<file path="src/rtl/dma_irq_regs.sv">
module dma_irq_regs #(
  parameter int AW = 5,
  parameter logic [AW-1:0] A_CMD0 = 'h00,
  parameter logic [AW-1:0] A_MODE = 'h01,
  parameter logic [AW-1:0] A_ST0  = 'h02,
  parameter logic [AW-1:0] A_CMD1 = 'h08,
  parameter logic [AW-1:0] A_ST1  = 'h0A,
  parameter logic [AW-1:0] A_LAT0 = 'h10,
  parameter logic [AW-1:0] A_LAT1 = 'h17
) (
  input  logic          clk,
  input  logic          rst_n,
  input  logic [AW-1:0] reg_addr,
  input  logic          reg_wr,
  input  logic [7:0]    reg_wdata,
  output logic [7:0]    reg_rdata,
  input  logic [1:0]    ch_intr_pulse,
  input  logic [1:0]    ch_err_pulse,
  input  logic [1:0]    ch_active,
  input  logic [1:0]    ch_disabled,
  output logic [1:0]    dma_run,
  output logic          line_read_burst,
  output logic [1:0]    clean_done,
  output logic          irq
);

  logic [1:0][7:0] cmd_q;
  logic [1:0][1:0] dcap_q;
  logic [1:0]      st_intr, st_err, lat, blk;
  logic            lr_q;

  logic [1:0] we_cmd, we_st, lat_clr;
  logic       we_mode;

  assign we_cmd  = {reg_wr && reg_addr == A_CMD1, reg_wr && reg_addr == A_CMD0};
  assign we_st   = {reg_wr && reg_addr == A_ST1,  reg_wr && reg_addr == A_ST0};
  assign we_mode = reg_wr && reg_addr == A_MODE;
  assign lat_clr = {reg_wr && reg_addr == A_LAT1 && reg_wdata[4],
                    reg_wr && reg_addr == A_LAT0 && reg_wdata[1]};

  always_ff @(posedge clk) begin
    if (!rst_n) begin
      cmd_q   <= '0;
      dcap_q  <= '0;
      st_intr <= '0;
      st_err  <= '0;
      lat     <= '0;
      blk     <= '0;
      lr_q    <= 1'b0;
    end else begin
      for (int c = 0; c < 2; c++) begin
        if (we_cmd[c]) cmd_q[c] <= reg_wdata;
        if (we_st[c])  dcap_q[c] <= reg_wdata[6:5];
        if (ch_intr_pulse[c])               st_intr[c] <= 1'b1;
        else if (we_st[c] && reg_wdata[2])  st_intr[c] <= 1'b0;
        if (ch_err_pulse[c])                st_err[c] <= 1'b1;
        else if (we_st[c] && reg_wdata[1])  st_err[c] <= 1'b0;
        if (ch_intr_pulse[c])               lat[c] <= 1'b1;
        else if (lat_clr[c])                lat[c] <= 1'b0;
      end
      if (we_mode) begin
        blk  <= reg_wdata[5:4];
        lr_q <= reg_wdata[1];
      end
    end
  end

  always_comb begin
    reg_rdata = 8'h00;
    case (reg_addr)
      A_CMD0: reg_rdata = cmd_q[0];
      A_CMD1: reg_rdata = cmd_q[1];
      A_ST0:  reg_rdata = {ch_disabled[0], dcap_q[0], 2'b00, st_intr[0], st_err[0], ch_active[0]};
      A_ST1:  reg_rdata = {ch_disabled[1], dcap_q[1], 2'b00, st_intr[1], st_err[1], ch_active[1]};
      A_MODE: reg_rdata = {2'b00, blk, lat, 2'b00};
      A_LAT0: reg_rdata = {6'b0, lat[0], 1'b0};
      A_LAT1: reg_rdata = {3'b0, lat[1], 4'b0};
      default: reg_rdata = 8'h00;
    endcase
  end

  assign dma_run         = {cmd_q[1][0], cmd_q[0][0]};
  assign line_read_burst = lr_q;
  assign clean_done      = st_intr & ~st_err & ~ch_active;
  assign irq             = |(lat & st_intr & ~blk);

endmodule


</file>
<file path="config.mk">
export PLATFORM = sky130hd
export DESIGN_NAME = dma_irq_regs
export DESIGN_NICKNAME = d
export VERILOG_FILES = /design/src/rtl/dma_irq_regs.sv
export SDC_FILE = /design/constraint.sdc
export NUM_CORES = 1
export LEC_CHECK = 0
export ABC_AREA = 1
export BUFFER_PORTS_ARGS = -buffer_cell sky130_fd_sc_hd__buf_2
export CAP_MARGIN = 20
export CORE_MARGIN = 5
export CORE_UTILIZATION = 25
export CTS_CLUSTER_DIAMETER = 150
export DETAILED_ROUTE_END_ITERATION = 12
export GPL_TIMING_DRIVEN = 0
export PLACE_DENSITY = 0.54
export SLEW_MARGIN = 10
export SYNTH_ARGS = -nofsm -noshare
export SYNTH_HDL_FRONTEND = slang
export SYNTH_SLANG_ARGS = --single-unit
</file>
<file path="constraint.sdc">
create_clock -name clk -period 1.6 [get_ports clk]
set_input_delay 0.08 -clock clk [delete_from_list [all_inputs] [get_ports clk]]
set_output_delay 0.08 -clock clk [all_outputs]
set_load 0.005 [all_outputs]
</file>
== Word level (Yosys, flattened, before mapping) ==
Cells that the tools add are included.

* Register bits after elaboration: 29
* Bits in latches: 0
* Memory bits (writable): 0
* ROM bits: 0
* Input port bits: 24
* Output and inout port bits: 14
* Word-level logic and storage cells: 59
* Memories kept: 0

* $add $sub $neg: 0
* Multiply operators: 0
* Divide/modulo/power cells: 0
* Order comparisons: 0
* Equal/unequal tests: 6
* Shift-type cells: 0
* Mux-type cells: 13
* Bitwise gates (word level): 7
* Reduce and logical (&&, ||, !) cells: 21

{| class="wikitable"
|+ Operators by type and width
! kind !! count
|-
| case mux 8 bit (7 select lines) || 1
|-
| logical AND 1 bit || 13
|-
| 2-to-1 mux 1 bit || 12
|-
| nonzero test 2 bit || 6
|-
| == test 5 x 4 -> 1 bit (second input constant) || 2
|-
| == test 5 bit (second input constant) || 2
|-
| bitwise AND 2 bit || 4
|-
| inverter 2 bit || 3
|-
| == test 5 x 1 -> 1 bit (second input constant) || 1
|-
| == test 5 x 2 -> 1 bit (second input constant) || 1
|-
| logical NOT 5 bit || 1
|-
| OR reduction 2 bit || 1
|}

== Logic depth before layout (Yosys ltp) ==
* Depth after elaboration: 5
* Mapped depth: 9
* Mapped depth without buffers: 9

== Least setup slack after synthesis ==
Ideal clock, no wire load.

* Path type: input to register
* Start point: input reg_addr[3]
* End point: register cmd_q[5] (netlist name)
* Library setup time: 0.114 ns
* Arrival: 0.740 ns
* Required time: 1.486 ns
* Slack: 0.746 ns
* Stages on the path: 6
* Buffers on the path: 0
* Cell sequence: nor2_4 > nand2_4 > nor2_8 > nand2_8 > o21ai_2 > nor2_2

* Cells in the longest elaborated chain, start to end: 2

{| class="wikitable"
|+ Ends and longest elaborated chain
! item !! line !! text
|-
| start, declared || 13 || <nowiki>input logic [AW-1:0] reg_addr,</nowiki>
|-
| logical NOT 5 bit || 35 || <nowiki>assign we_cmd = {reg_wr && reg_addr == A_CMD1, reg_wr && reg_addr == A_CMD0};</nowiki>
|-
| logical AND 1 bit || 35 ||
|-
| end signal, assigned by index || 52 || <nowiki>if (we_cmd[c]) cmd_q[c] <= reg_wdata;</nowiki>
|-
| end, declared || 27 || <nowiki>logic [1:0][7:0] cmd_q;</nowiki>
|}

No other way between the ends.
A chain may end at the register's enable or synchronous reset.

== Worst setup path in the final report ==
* Start point: input reg_addr[4]
* End point: output reg_rdata[2]

* Cells in the longest elaborated chain, start to end: 2
* Elaborated cells on any way between the ends: 8
* Those cells by class: eq/ne: 6; mux: 1; reduce/logical: 1

{| class="wikitable"
|+ Ends and longest elaborated chain
! item !! line !! text
|-
| == test 5 bit (tied with other cells) || 70 || <nowiki>case (reg_addr)</nowiki>
|-
| case mux 8 bit (7 select lines) * || 70 ||
|-
| end, declared || 16 || <nowiki>output logic [7:0] reg_rdata,</nowiki>
|}

Mark *: on every way between the ends. The rest lies on a longest branch, timed or not.

==> impl_metrics.py <==
metrics = {
    "grt": {
        "grt.busiest_layer": "met2",
        "grt_pass1_vias": 1548,
        "grt_util_met2": 0.2058,
        "grt_antenna_before_repair": 0,
        "maximum_number_of_pins_on_one_net_before_global_route_repair": 11,
        "grt_use_total": 0.1231,
        "grt-ovfl-total": 0,
        "first_pass_grt_wire_length_um": 7458,
        "use_met1": 0.1584,
        "global_route.usage.met3": 0.02886,
    },
    "clocking": {
        "cts_num_sinks": 29,
        "cts.repair_timing.setup_buffer_count": 0,
        "htreeDepth": 2,
        "worst_skew_pair.late_latency_ns": 0.27,
        "post_cts.resized_instances": 0,
        "cts_tree": "built",
        "clkTransAtPathRegs_ns": 0.06,
        "cts.path.max_buffers": 2,
        "cts-hold-fix-buffers": 0,
        "cell_at_the_root_of_the_clock_tree": "sky130_fd_sc_hd__clkbuf_8",
        "cts-buffers-inserted": 5,
    },
    "cells_and_area": {
        "fillers": 677,
        "antenna_cells": 0,
        "finish.instance_area_sq_um": 1921,
        "synthToLayoutAreaGrowth_pct": 23.49,
        "drive_gt1_frac": 0.2444,
        "fin_nets": 294,
    },
    "setup_path": {
        "crit_path_frequent_cell": "sky130_fd_sc_hd__nand2_1",
        "crit_arrival_ns": 1.20,
        "capture_point_of_the_worst_path": "reg_rdata[2]",
        "critical_path.reg2reg.startpoint": "blk[0]",
        "start_kind": "primary input",
        "worstSetupPathType": "in2out",
        "worstSetupStartpoint": "reg_addr[4]",
        "regToRegSetupSlack_ns": 0.92,
        "cp_cell_instances": "buf_2, inv_2, nand2_1, nor2_4, nand2_4, inv_2, nand2_1, nand2_1, inv_1, nand3_1, buf_2",
        "critical_path.reg2reg.endpoint": "blk[0]",
        "end_kind": "primary output",
        "max_stage_delay_cell_worst_path": "sky130_fd_sc_hd__nor2_4",
        "cpPeakStageDelay_ns": 0.18,
        "worstPathRequired_ns": 1.52,
        "path_max_fanout": 8,
        "ff2ff_path_depth": 4,
    },
    "timing": {
        "worst_slew_margin_rel": 0.6721,
        "max_slew.worst_pin.slew_ns": 0.4918,
        "period_needed_ns": 1.278,
        "rsz0062_at_grt": "false",
        "period_share": 0.7989,
        "skew_ns": 0,
        "final_total_negative_setup_slack_ns": 0,
        "fmaxAchievable_mhz": 782.3,
        "timing.final.max_slew_violations": 0,
        "setup-violations-final": 0,
        "hold_viol_final": 0,
    },
    "power_and_ir_drop": {
        "power.total_uw": 1528,
        "power_density_normalized_to_cell_area_nw_per_um2": 795.6,
        "peakVddDrop_uv": 388.7,
        "leakagePower_uw": 0.0009403,
    },
    "yosys": {
        "ys_seq_elements": 29,
        "synth_warnings": 0,
        "area_of_the_mapped_netlist_sq_um": 1555,
        "syn-mean-instance-area_sq_um": 6.882,
        "syn_inst_count": 226,
        "yosys.cell_types.count": 24,
        "sequential_to_total_area_share_from_yosys_stat": 0.3733,
        "synth_nets": 250,
    },
    "hold_path": {
        "worstHoldStart": "ch_err_pulse[1]",
        "hold_path.class": "in2reg",
    },
    "routing": {
        "wirelength_um": 4410,
        "drt_iter0_markers": 61,
        "routed_via_count_divided_by_cell_count": 4.452,
        "remaining_drc_errors": 0,
        "drtPass1Iterations": 4,
        "drt-wirelength-per-cell_um": 12.78,
        "drt.antenna.violating_nets": 0,
        "via_count": 1536,
    },
    "floorplanning": {
        "chipWidth_um": 88.88,
        "start_util": 0.2596,
        "placement_rows": 28,
        "floorplan.die.height_um": 88.88,
        "core-area_sq_um": 5991,
        "die_area_sq_um": 7899,
        "floorplan.io_pins": 38,
    },
    "run_status": {
        "outcome": "finished clean",
    },
    "place": {
        "io_buffer_count": 37,
        "gp_congestion": 0.7938,
        "hpwlAfterDp_um": 3391,
        "cell_area_placed_sq_um": 1834,
    },
    "run": {
        "total_of_max_cap_violations": 0,
    },
}
[cell families (layout without fill, tap and decap cells)]
kind of cell           after synthesis  count (layout)  synth area share
and+or+nand+nor                    138             138            0.4465
buffers and inverters               32              76           0.09091
DFF                                 29              29            0.3733
AOI/OAI and AO/OA                   27              27           0.08930
[flip-flops by register name, indices dropped and copies added, names as in the netlist]
register,cells
st_err,2
dcap_q,4
line_read_burst,1
dma_run,2
lat,2
st_intr,2
blk,2
cmd_q,14
[critical path: cells and delay by family]
family | cells | cell delay, ns
buf+inv | 5 | 0.51
simple gates | 6 | 0.60
[layer usage]
metal  vias to the layer above  share of wire
li1                        805              -
met1                       693           0.45
met2                        31           0.49
met3                         7          0.043
met4                         0          0.012
met5                         -              0
[stage by stage]
stage                     cells  hold WS (ns)  setup slack [ns]    util
after floorplan             226        0.1930            0.7458       -
after global placement      338        0.3347            0.2942  0.3062
after detailed placement    338        0.3346            0.3082  0.3062
after CTS                   345       0.03712            0.3099  0.3206
after global routing        345       0.04559            0.2238  0.3206
final                       345       0.04279            0.3218  0.3206
[where the power goes]
| group | switching (uW) | internal, uW |
|---|---|---|
| Sequential | 14.0 | 740 |
| Combinational | 109 | 59.0 |
| Clock | 265 | 340 |
[area by class of cell]
type | instances | area, sq um | share of cell area
plain buffers | 5 | 27.53 | 0.01433
inverters | 27 | 113.9 | 0.05928
multi-input cells | 165 | 833.3 | 0.4339
flip-flops and latches | 29 | 580.6 | 0.3023
well taps | 75 | 93.84 | 0.04886
clock buffers | 7 | 86.33 | 0.04495
repair buffers | 37 | 185.2 | 0.09642
[placed cells by master, fill, tap and decap left out]
master,synthesis,final
sky130_fd_sc_hd__nor3b_1,2,2
sky130_fd_sc_hd__inv_1,20,20
sky130_fd_sc_hd__nor2_1,30,30
sky130_fd_sc_hd__nand3_1,14,14
sky130_fd_sc_hd__nor2_4,3,3
sky130_fd_sc_hd__a21oi_1,12,12
sky130_fd_sc_hd__nand4_1,7,7
sky130_fd_sc_hd__nand2_8,1,1
sky130_fd_sc_hd__nand2_4,2,2
sky130_fd_sc_hd__nand2_2,2,2
sky130_fd_sc_hd__nand2_1,66,66
sky130_fd_sc_hd__dfxtp_1,29,29
sky130_fd_sc_hd__o21ai_1,7,7
sky130_fd_sc_hd__o21ai_0,7,7
sky130_fd_sc_hd__o21ai_2,1,1
sky130_fd_sc_hd__nor3_1,6,6
sky130_fd_sc_hd__inv_2,5,5
sky130_fd_sc_hd__buf_2,1,38
sky130_fd_sc_hd__nor2_8,4,4
sky130_fd_sc_hd__clkinv_1,1,1
sky130_fd_sc_hd__clkinv_8,1,1
sky130_fd_sc_hd__buf_4,2,2
sky130_fd_sc_hd__nor2_2,1,1
sky130_fd_sc_hd__clkbuf_8,0,6
sky130_fd_sc_hd__clkbuf_1,2,3
[worst min-delay path by stage]
stage                          endpoint  slack [ns]  cells after the start
after global routing          st_err[1]        0.05                      3
final                         st_err[1]        0.04                      3
after floorplan           clean_done[0]        0.19                      1
after detailed placement      st_err[1]        0.33                      3
after global placement        st_err[1]        0.33                      3
after CTS                     st_err[1]        0.04                      3
[cell usage after synthesis]
library cell,count,area share
sky130_fd_sc_hd__a21oi_1,12,0.039
sky130_fd_sc_hd__buf_2,1,0.0032
sky130_fd_sc_hd__buf_4,2,0.0097
sky130_fd_sc_hd__clkbuf_1,2,0.0048
sky130_fd_sc_hd__clkinv_1,1,0.0024
sky130_fd_sc_hd__clkinv_8,1,0.010
sky130_fd_sc_hd__dfxtp_1,29,0.37
sky130_fd_sc_hd__inv_1,20,0.048
sky130_fd_sc_hd__inv_2,5,0.012
sky130_fd_sc_hd__nand2_1,66,0.16
sky130_fd_sc_hd__nand2_2,2,0.0080
sky130_fd_sc_hd__nand2_4,2,0.014
sky130_fd_sc_hd__nand2_8,1,0.013
sky130_fd_sc_hd__nand3_1,14,0.045
sky130_fd_sc_hd__nand4_1,7,0.028
sky130_fd_sc_hd__nor2_1,30,0.072
sky130_fd_sc_hd__nor2_2,1,0.0040
sky130_fd_sc_hd__nor2_4,3,0.022
sky130_fd_sc_hd__nor2_8,4,0.051
sky130_fd_sc_hd__nor3_1,6,0.019
sky130_fd_sc_hd__nor3b_1,2,0.0097
sky130_fd_sc_hd__o21ai_0,7,0.023
sky130_fd_sc_hd__o21ai_1,7,0.023
sky130_fd_sc_hd__o21ai_2,1,0.0056
No activity file was read; power rests on OpenSTA's default activity.
